`src/rtl/shseg_pkg.sv`:
```
package shseg_pkg;
  // field positions inside the shadow-control byte
  localparam int SH_WP_BIT  = 6;  // 1: writes leave DRAM
  localparam int SH_RD_BIT  = 7;  // 1: reads come from DRAM

  // segment roles
  localparam int SEG_ALWAYS_CTRL = 6;  // from here up, always shadow-controlled
  localparam int SEG_ALWAYS_CS   = 6;  // from here up, always in chip-select set
  localparam int SEG_BIOS_FROM   = 4;  // 0xE0000 and above
  localparam int SEG_CS_LO       = 0;
  localparam int SEG_CS_ONE      = 1;
  localparam int SEG_CS_PAIR_A   = 4;
  localparam int SEG_CS_PAIR_B   = 5;

  typedef struct packed {
    logic rd_int;
    logic wr_int;
    logic cs;
  } seg_route_t;
endpackage

```
`src/rtl/shseg_cs_mask.sv`:
```
module shseg_cs_mask
  import shseg_pkg::*;
#(
  parameter int NUM_SEG = 8
) (
  input  logic               rom_seg0_i,
  input  logic               rom_seg1_i,
  input  logic               rom_seg45_i,
  output logic [NUM_SEG-1:0] cs_mask_o
);
  always_comb begin
    for (int i = 0; i < NUM_SEG; i++) begin
      cs_mask_o[i] = (i >= SEG_ALWAYS_CS);
    end
    cs_mask_o[SEG_CS_LO]     = cs_mask_o[SEG_CS_LO]     | rom_seg0_i;
    cs_mask_o[SEG_CS_ONE]    = cs_mask_o[SEG_CS_ONE]    | rom_seg1_i;
    cs_mask_o[SEG_CS_PAIR_A] = cs_mask_o[SEG_CS_PAIR_A] | rom_seg45_i;
    cs_mask_o[SEG_CS_PAIR_B] = cs_mask_o[SEG_CS_PAIR_B] | rom_seg45_i;
  end
endmodule

```
`src/rtl/shseg_attr.sv`:
```
module shseg_attr
  import shseg_pkg::*;
#(
  parameter int NUM_SEG = 8,
  parameter int CFG_W   = 8
) (
  input  logic [CFG_W-1:0]   shadow_cfg_i,
  input  logic [NUM_SEG-1:0] cs_mask_i,
  output seg_route_t         route_o [NUM_SEG],
  output logic               bios_rd_o,
  output logic               bios_wr_o
);
  logic [NUM_SEG-1:0] ctrl;
  logic [NUM_SEG-1:0] bios_seg;

  for (genvar g = 0; g < NUM_SEG; g++) begin : g_seg
    if (g >= SEG_ALWAYS_CTRL) begin : g_fixed
      assign ctrl[g] = 1'b1;
    end else begin : g_cfg
      assign ctrl[g] = shadow_cfg_i[g];
    end
    assign bios_seg[g]       = (g >= SEG_BIOS_FROM);
    assign route_o[g].rd_int = ctrl[g] & shadow_cfg_i[SH_RD_BIT];
    assign route_o[g].wr_int = ctrl[g] & ~shadow_cfg_i[SH_WP_BIT];
    assign route_o[g].cs     = cs_mask_i[g];
  end

  assign bios_rd_o = (|(ctrl & bios_seg)) & shadow_cfg_i[SH_RD_BIT];
  assign bios_wr_o = (|(ctrl & bios_seg)) & ~shadow_cfg_i[SH_WP_BIT];
endmodule

```
`src/rtl/shseg_route.sv`:
```
module shseg_route
  import shseg_pkg::*;
#(
  parameter int          NUM_SEG     = 8,
  parameter int          GRAN_W      = 9,
  parameter int unsigned REGION_GRAN = 24  // first granule of the window
) (
  input  logic                       clk,
  input  logic                       rst,
  input  logic [GRAN_W-1:0]          gran_addr_i,
  input  logic                       rd_i,
  input  logic                       wr_i,
  input  seg_route_t                 route_i [NUM_SEG],
  input  logic                       bios_rd_i,
  input  logic                       bios_wr_i,
  output logic                       hit_o,
  output logic [$clog2(NUM_SEG)-1:0] seg_o,
  output logic                       rd_int_o,
  output logic                       wr_int_o,
  output logic                       ext_any_o,
  output logic                       ext_plain_o,
  output logic                       bios_rd_shadow_o,
  output logic                       bios_wr_open_o
);
  localparam int SEG_W = $clog2(NUM_SEG);
  localparam int TAG_W = GRAN_W - SEG_W;
  localparam logic [TAG_W-1:0] TAG = TAG_W'(REGION_GRAN >> SEG_W);

  logic             in_win;
  logic [SEG_W-1:0] seg;
  seg_route_t       sel;
  logic             go_ext;

  assign in_win = (gran_addr_i[GRAN_W-1:SEG_W] == TAG);
  assign seg    = gran_addr_i[SEG_W-1:0];
  assign sel    = route_i[seg];
  assign go_ext = in_win & ((rd_i & ~sel.rd_int) | (wr_i & ~sel.wr_int));

  always_ff @(posedge clk) begin
    if (rst) begin
      hit_o            <= 1'b0;
      seg_o            <= '0;
      rd_int_o         <= 1'b1;
      wr_int_o         <= 1'b1;
      ext_any_o        <= 1'b0;
      ext_plain_o      <= 1'b0;
      bios_rd_shadow_o <= 1'b0;
      bios_wr_open_o   <= 1'b0;
    end else begin
      hit_o            <= in_win;
      seg_o            <= in_win ? seg : '0;
      rd_int_o         <= in_win ? sel.rd_int : 1'b1;
      wr_int_o         <= in_win ? sel.wr_int : 1'b1;
      ext_any_o        <= go_ext & sel.cs;
      ext_plain_o      <= go_ext & ~sel.cs;
      bios_rd_shadow_o <= bios_rd_i;
      bios_wr_open_o   <= bios_wr_i;
    end
  end
endmodule

```
`src/rtl/shadow_seg_decoder.sv`:
```
module shadow_seg_decoder
  import shseg_pkg::*;
#(
  parameter int          NUM_SEG     = 8,
  parameter int          CFG_W       = 8,
  parameter int          GRAN_W      = 9,
  parameter int unsigned REGION_GRAN = 24
) (
  input  logic                       clk,
  input  logic                       rst,
  input  logic [CFG_W-1:0]           shadow_cfg_i,
  input  logic                       rom_seg0_i,
  input  logic                       rom_seg1_i,
  input  logic                       rom_seg45_i,
  input  logic [GRAN_W-1:0]          gran_addr_i,
  input  logic                       rd_i,
  input  logic                       wr_i,
  output logic                       hit_o,
  output logic [$clog2(NUM_SEG)-1:0] seg_o,
  output logic                       rd_int_o,
  output logic                       wr_int_o,
  output logic                       ext_any_o,
  output logic                       ext_plain_o,
  output logic                       bios_rd_shadow_o,
  output logic                       bios_wr_open_o
);
  logic [NUM_SEG-1:0] cs_mask;
  seg_route_t         route [NUM_SEG];
  logic               bios_rd;
  logic               bios_wr;

  shseg_cs_mask #(.NUM_SEG(NUM_SEG)) u_mask (
    .rom_seg0_i (rom_seg0_i),
    .rom_seg1_i (rom_seg1_i),
    .rom_seg45_i(rom_seg45_i),
    .cs_mask_o  (cs_mask)
  );

  shseg_attr #(.NUM_SEG(NUM_SEG), .CFG_W(CFG_W)) u_attr (
    .shadow_cfg_i(shadow_cfg_i),
    .cs_mask_i   (cs_mask),
    .route_o     (route),
    .bios_rd_o   (bios_rd),
    .bios_wr_o   (bios_wr)
  );

  shseg_route #(.NUM_SEG(NUM_SEG), .GRAN_W(GRAN_W), .REGION_GRAN(REGION_GRAN)) u_route (
    .clk             (clk),
    .rst             (rst),
    .gran_addr_i     (gran_addr_i),
    .rd_i            (rd_i),
    .wr_i            (wr_i),
    .route_i         (route),
    .bios_rd_i       (bios_rd),
    .bios_wr_i       (bios_wr),
    .hit_o           (hit_o),
    .seg_o           (seg_o),
    .rd_int_o        (rd_int_o),
    .wr_int_o        (wr_int_o),
    .ext_any_o       (ext_any_o),
    .ext_plain_o     (ext_plain_o),
    .bios_rd_shadow_o(bios_rd_shadow_o),
    .bios_wr_open_o  (bios_wr_open_o)
  );
endmodule

```
`config.mk`:
```
export PLATFORM = sky130hd
export DESIGN_NAME = shadow_seg_decoder
export DESIGN_NICKNAME = d
export VERILOG_FILES = /design/src/rtl/shseg_pkg.sv /design/src/rtl/shseg_cs_mask.sv /design/src/rtl/shseg_attr.sv /design/src/rtl/shseg_route.sv /design/src/rtl/shadow_seg_decoder.sv
export SDC_FILE = /design/constraint.sdc
export NUM_CORES = 1
export LEC_CHECK = 0
export BUFFER_PORTS_ARGS = -buffer_cell sky130_fd_sc_hd__buf_2
export CORE_MARGIN = 1
export CORE_UTILIZATION = 41
export DETAILED_ROUTE_END_ITERATION = 12
export PLACE_DENSITY = 0.78
export SLEW_MARGIN = 20
export SYNTH_ARGS = -nofsm -noshare
export SYNTH_HDL_FRONTEND = slang
export SYNTH_HIERARCHICAL = 1
export SYNTH_SLANG_ARGS = --single-unit
export TNS_END_PERCENT = 30
```
`constraint.sdc`:
```
create_clock -name clk -period 1.2 [get_ports clk]
set_input_delay 0.12 -clock clk [delete_from_list [all_inputs] [get_ports clk]]
set_output_delay 0.12 -clock clk [all_outputs]
set_load 0.01 [all_outputs]
```
Yosys cells after proc, flatten, opt, wreduce, memory -nomap -nowiden
Index checks and enable logic that the tools add are counted.

word-level totals
  flip-flop bits (word level) = 10
  logic and storage cells = 38

cells by class
  $lt $le $gt $ge = 1
  eq/ne operators = 1
  mux-type cells = 3
  bitwise logic cells = 24
  reduce and logical (&&, ||, !) cells = 1

operators by type and width
  cell                  count
  $and A1 B1 Y1         17
  $bmux W3 S3           1
  $eq A6 B2 Y1 const B  1
  $mux W3               2
  $not A1 Y1            5
  $ge A4 B4 Y1 const B  1
  $not A3 Y4            1
  $reduce_or A2 Y1      1
  $or A1 B1 Y1          1

Logic depth before layout (Yosys ltp)
  word-level depth = 10
  gate-level depth with buffers = 6
  mapped depth without buffers = 5

Cells and area by module
Netlist, hierarchy kept.

by module, submodules not included
  module         times used  cells each  area each (sq um)
  shseg_route    1           39          498.0
  shseg_attr     1           26          176.4
  shseg_cs_mask  1           10          67.6

Worst setup path after synthesis
Ideal clock, no wire load.

  path kind = input to register
  from = in gran_addr_i[0]
  to = reg u_route.ext_plain_o
  library setup time = 0.121 ns
  arrival = 1.108 ns
  data required time = 1.079 ns
  slack = -0.029 ns
  cell stages on the path = 5
  buffers on the path = 1
  path through = buf_6 -> mux2i_1 -> mux4_2 -> a32oi_1 -> nor2b_1

on the way
  longest elaborated chain between the ends = 9
  elaborated cells between the ends (all ways) = 12
  those cells by class = 3 x mux; 9 x bitwise

ends and longest elaborated chain
  what                                           RTL line                  source
  start: declaration                             shadow_seg_decoder.sv:15  input logic [GRAN_W-1:0] gran_addr_i,
  $not A3 Y4 (implied by the code) *             shseg_route.sv:36         assign sel = route_i[seg];
  $bmux W3 S3 *                                  shseg_route.sv:36
  $mux W3 (implied by the code) * (2 in series)  shseg_route.sv:36
  $not A1 Y1                                     shseg_route.sv:37         assign go_ext = in_win & ((rd_i & ~sel.rd_int) | (wr_i & ~sel.wr_int));
  $and A1 B1 Y1                                  shseg_route.sv:37
  $or A1 B1 Y1                                   shseg_route.sv:37
  $and A1 B1 Y1                                  shseg_route.sv:37
  $and A1 B1 Y1 *                                shseg_route.sv:55         ext_plain_o <= go_ext & ~sel.cs;
  end signal: assignment                         shseg_route.sv:55
  end: declaration                               shseg_route.sv:21         output logic ext_plain_o,

Mark *: on every way between the ends. The rest lies on a longest branch, timed or not. The select of a mux whose other input is x is not followed.
A chain may end at the register's enable or synchronous reset.

Final worst setup path
Ends and elaborated chain as after synthesis.

==> run metrics <==
synthesized flop and latch total 10; antenna violations before repair 0; worst hold endpoint u_route/bios_rd_shadow_o; synthesis-to-finish area growth 15.7%; Pwr Density 909 nW/um2; initial DRC count 4; most common cell in the netlist buf_4; Slew Limit Fails 0; hold path startpoint rst; clock power share 37.0%; number of antenna diodes 0; Syn. warnings 6; outcome finished, final reports clean; total track usage 13.4%; sequential area share after synthesis 27.0%; CP Data Arrival Time 1.29 ns; Worst Hold Class in2reg; number of synthesized flops with an enable pin 0; Die X 44.5 um; PostCTS Resize Cnt 0; clk slew on worst S/H paths 0.06 ns; CP required 1.34 ns; Synth Area in Adders 0%; DIE HEIGHT 44.5 um; clk sinks 10; Hold Violations, Final 0; setup TNS 0 ns; Switch Pwr 169 uW; Via density 4.37; CTS tree done; Worst IR Drop VDD 0.277 mV; largest net degree at the start of global routing 12; total CTS buffers 3; IO buf count 33; post-synthesis compound-gate area fraction 1.18%; Die ar. 1980 um2; Synth Area in XOR/XNOR 0%; root buf cell clkbuf_4; Synth top cells by count buf_4, dfxtp_1, and2_1, mux2i_1, nor2b_1; crit end category flop; type of origin of the critical path primary input; syn_area_per_cell 9.89 um2; internal power 611 uW; GRT overflow 0; DR pass1 iterations 3; Hold Slack 0.129 ns; top post-synthesis cells by area dfxtp_1, buf_4, mux2i_1, and2_1, nor2b_1; Async SR Flop Fraction 0%; fin crit period 1.14 ns; RSZ-0062 raised after global routing no; Distinct cells, synth 16; Synth Flop Type dfxtp_1; period utilisation layout 95.3%; DRT antenna net count 0; Max Cap Violations 0; dominant cell type by area after synthesis dfxtp_1; global placer's final weighted congestion 0.773; hpwl dp 1050 um; Comb power frac 19.8%; DRC 0; nets 123; cell depth of the worst hold path 3; I/O pin total 34; row count 15; Yosys top cell area share 27.0%; Post-CTS Setup Inserts 0; Setup Viol. Count Final 0; cell area after synthesis 742 um2; core region area 1710 um2; FMAX 874 MHz; largest family of logic cells by synthesized area multiplexers; critical path class in2reg; share of layout cells above drive strength 1 48.0%; sequential share of power 43.2%; Static Leakage 0.436 nW; Initial Utilization 43.4%; hold_buf cts 0; first-pass GRT wire length 1830 um; Via Count 538; multiplexer share of the synthesized area 25.3%; Gate Count Post-Synth 75; switching portion of total power 21.7%; DRT Wirelength 1260 um; H-tree levels 1; vias in the first global route 508; clk buf depth 2; CP max FO 11; Simple-Gate Fraction of Synth Area 21.8%; WL/cell 10.2 um
==> layout make-up <==
| cell class | instances | area [um2] |
|---|---|---|
| fill | 161 | 850 |
| sequential | 10 | 200 |
| inverter | 2 | 7.51 |
| timing repair buffer | 39 | 210 |
| clock buffer | 4 | 36.3 |
| tap | 25 | 31.3 |
| multi-input combinational | 43 | 373 |
==> kinds of logic after synthesis <==
family,Yosys count
buffers and inverters,24
AOI/OAI and AO/OA,1
muxes,13
and+or+nand+nor,25
other,2
DFF,10
==> per-stage QoR <==
step	area, um2	cells	power, mW	setup slack (ns)	util, %
2_1_floorplan	758	77	0.478	-0.00404	-
3_3_place_gp	822	119	0.494	-0.187	48.1
3_5_place_dp	822	119	0.499	-0.230	48.1
4_1_cts	858	123	0.791	0.0560	50.3
5_1_grt	858	123	0.818	0.00200	50.3
6_report	858	123	0.780	0.0559	50.3
==> power groups by stage <==
| stage | logic (mW) | registers [mW] | clock network (mW) |
|---|---|---|---|
| finish | 0.154 | 0.337 | 0.289 |
| floorplan | 0.131 | 0.348 | 0 |
| detailed placement | 0.154 | 0.345 | 0 |
| global route | 0.168 | 0.337 | 0.313 |
| global placement | 0.149 | 0.345 | 0 |
| CTS | 0.155 | 0.337 | 0.299 |
==> placed cells by master, fill, tap and decap left out <==
cell / n
dfxtp_1: 10
nor2b_1: 9
or4_4: 1
mux4_1: 2
nor4_1: 1
buf_4: 6
nor2_1: 1
buf_2: 33
clkbuf_8: 1
nor3_4: 1
a32oi_1: 1
inv_1: 2
and2_1: 9
mux2i_1: 9
conb_1: 4
clkbuf_4: 3
mux4_2: 2
nand2_1: 3
==> worst max-delay path: stages <==
cell and delay [ns]:
buf_2 0.26, mux2i_1 0.11, mux4_2 0.49, a32oi_1 0.23
nor2b_1 0.07
==> layer usage <==
metal	part of all wire (%)	track usage (%)
met1	36	9.55
met2	58	28.2
met3	5.0	3.67
met4	0.79	9.09
met5	0	0
==> flip-flops by register name (all words and copies together) (netlist names) <==
name	flops
u_route/ext_plain_o	1
u_route/wr_int_o	1
u_route/bios_wr_open_o	1
u_route/hit_o	1
u_route/rd_int_o	1
u_route/seg_o	3
u_route/bios_rd_shadow_o	1
u_route/ext_any_o	1
==> how the worst max path moves through the flow <==
stage	start	to	depth (start not counted)
after floorplan	gran_addr_i[0]	u_route/ext_plain_o	5
after global placement	gran_addr_i[0]	u_route/ext_plain_o	5
after global routing	gran_addr_i[0]	u_route/ext_plain_o	5
after detailed placement	gran_addr_i[0]	u_route/ext_plain_o	5
final	gran_addr_i[0]	u_route/ext_plain_o	5
after CTS	gran_addr_i[0]	u_route/ext_plain_o	5
Power figures use the tool's default switching activity.
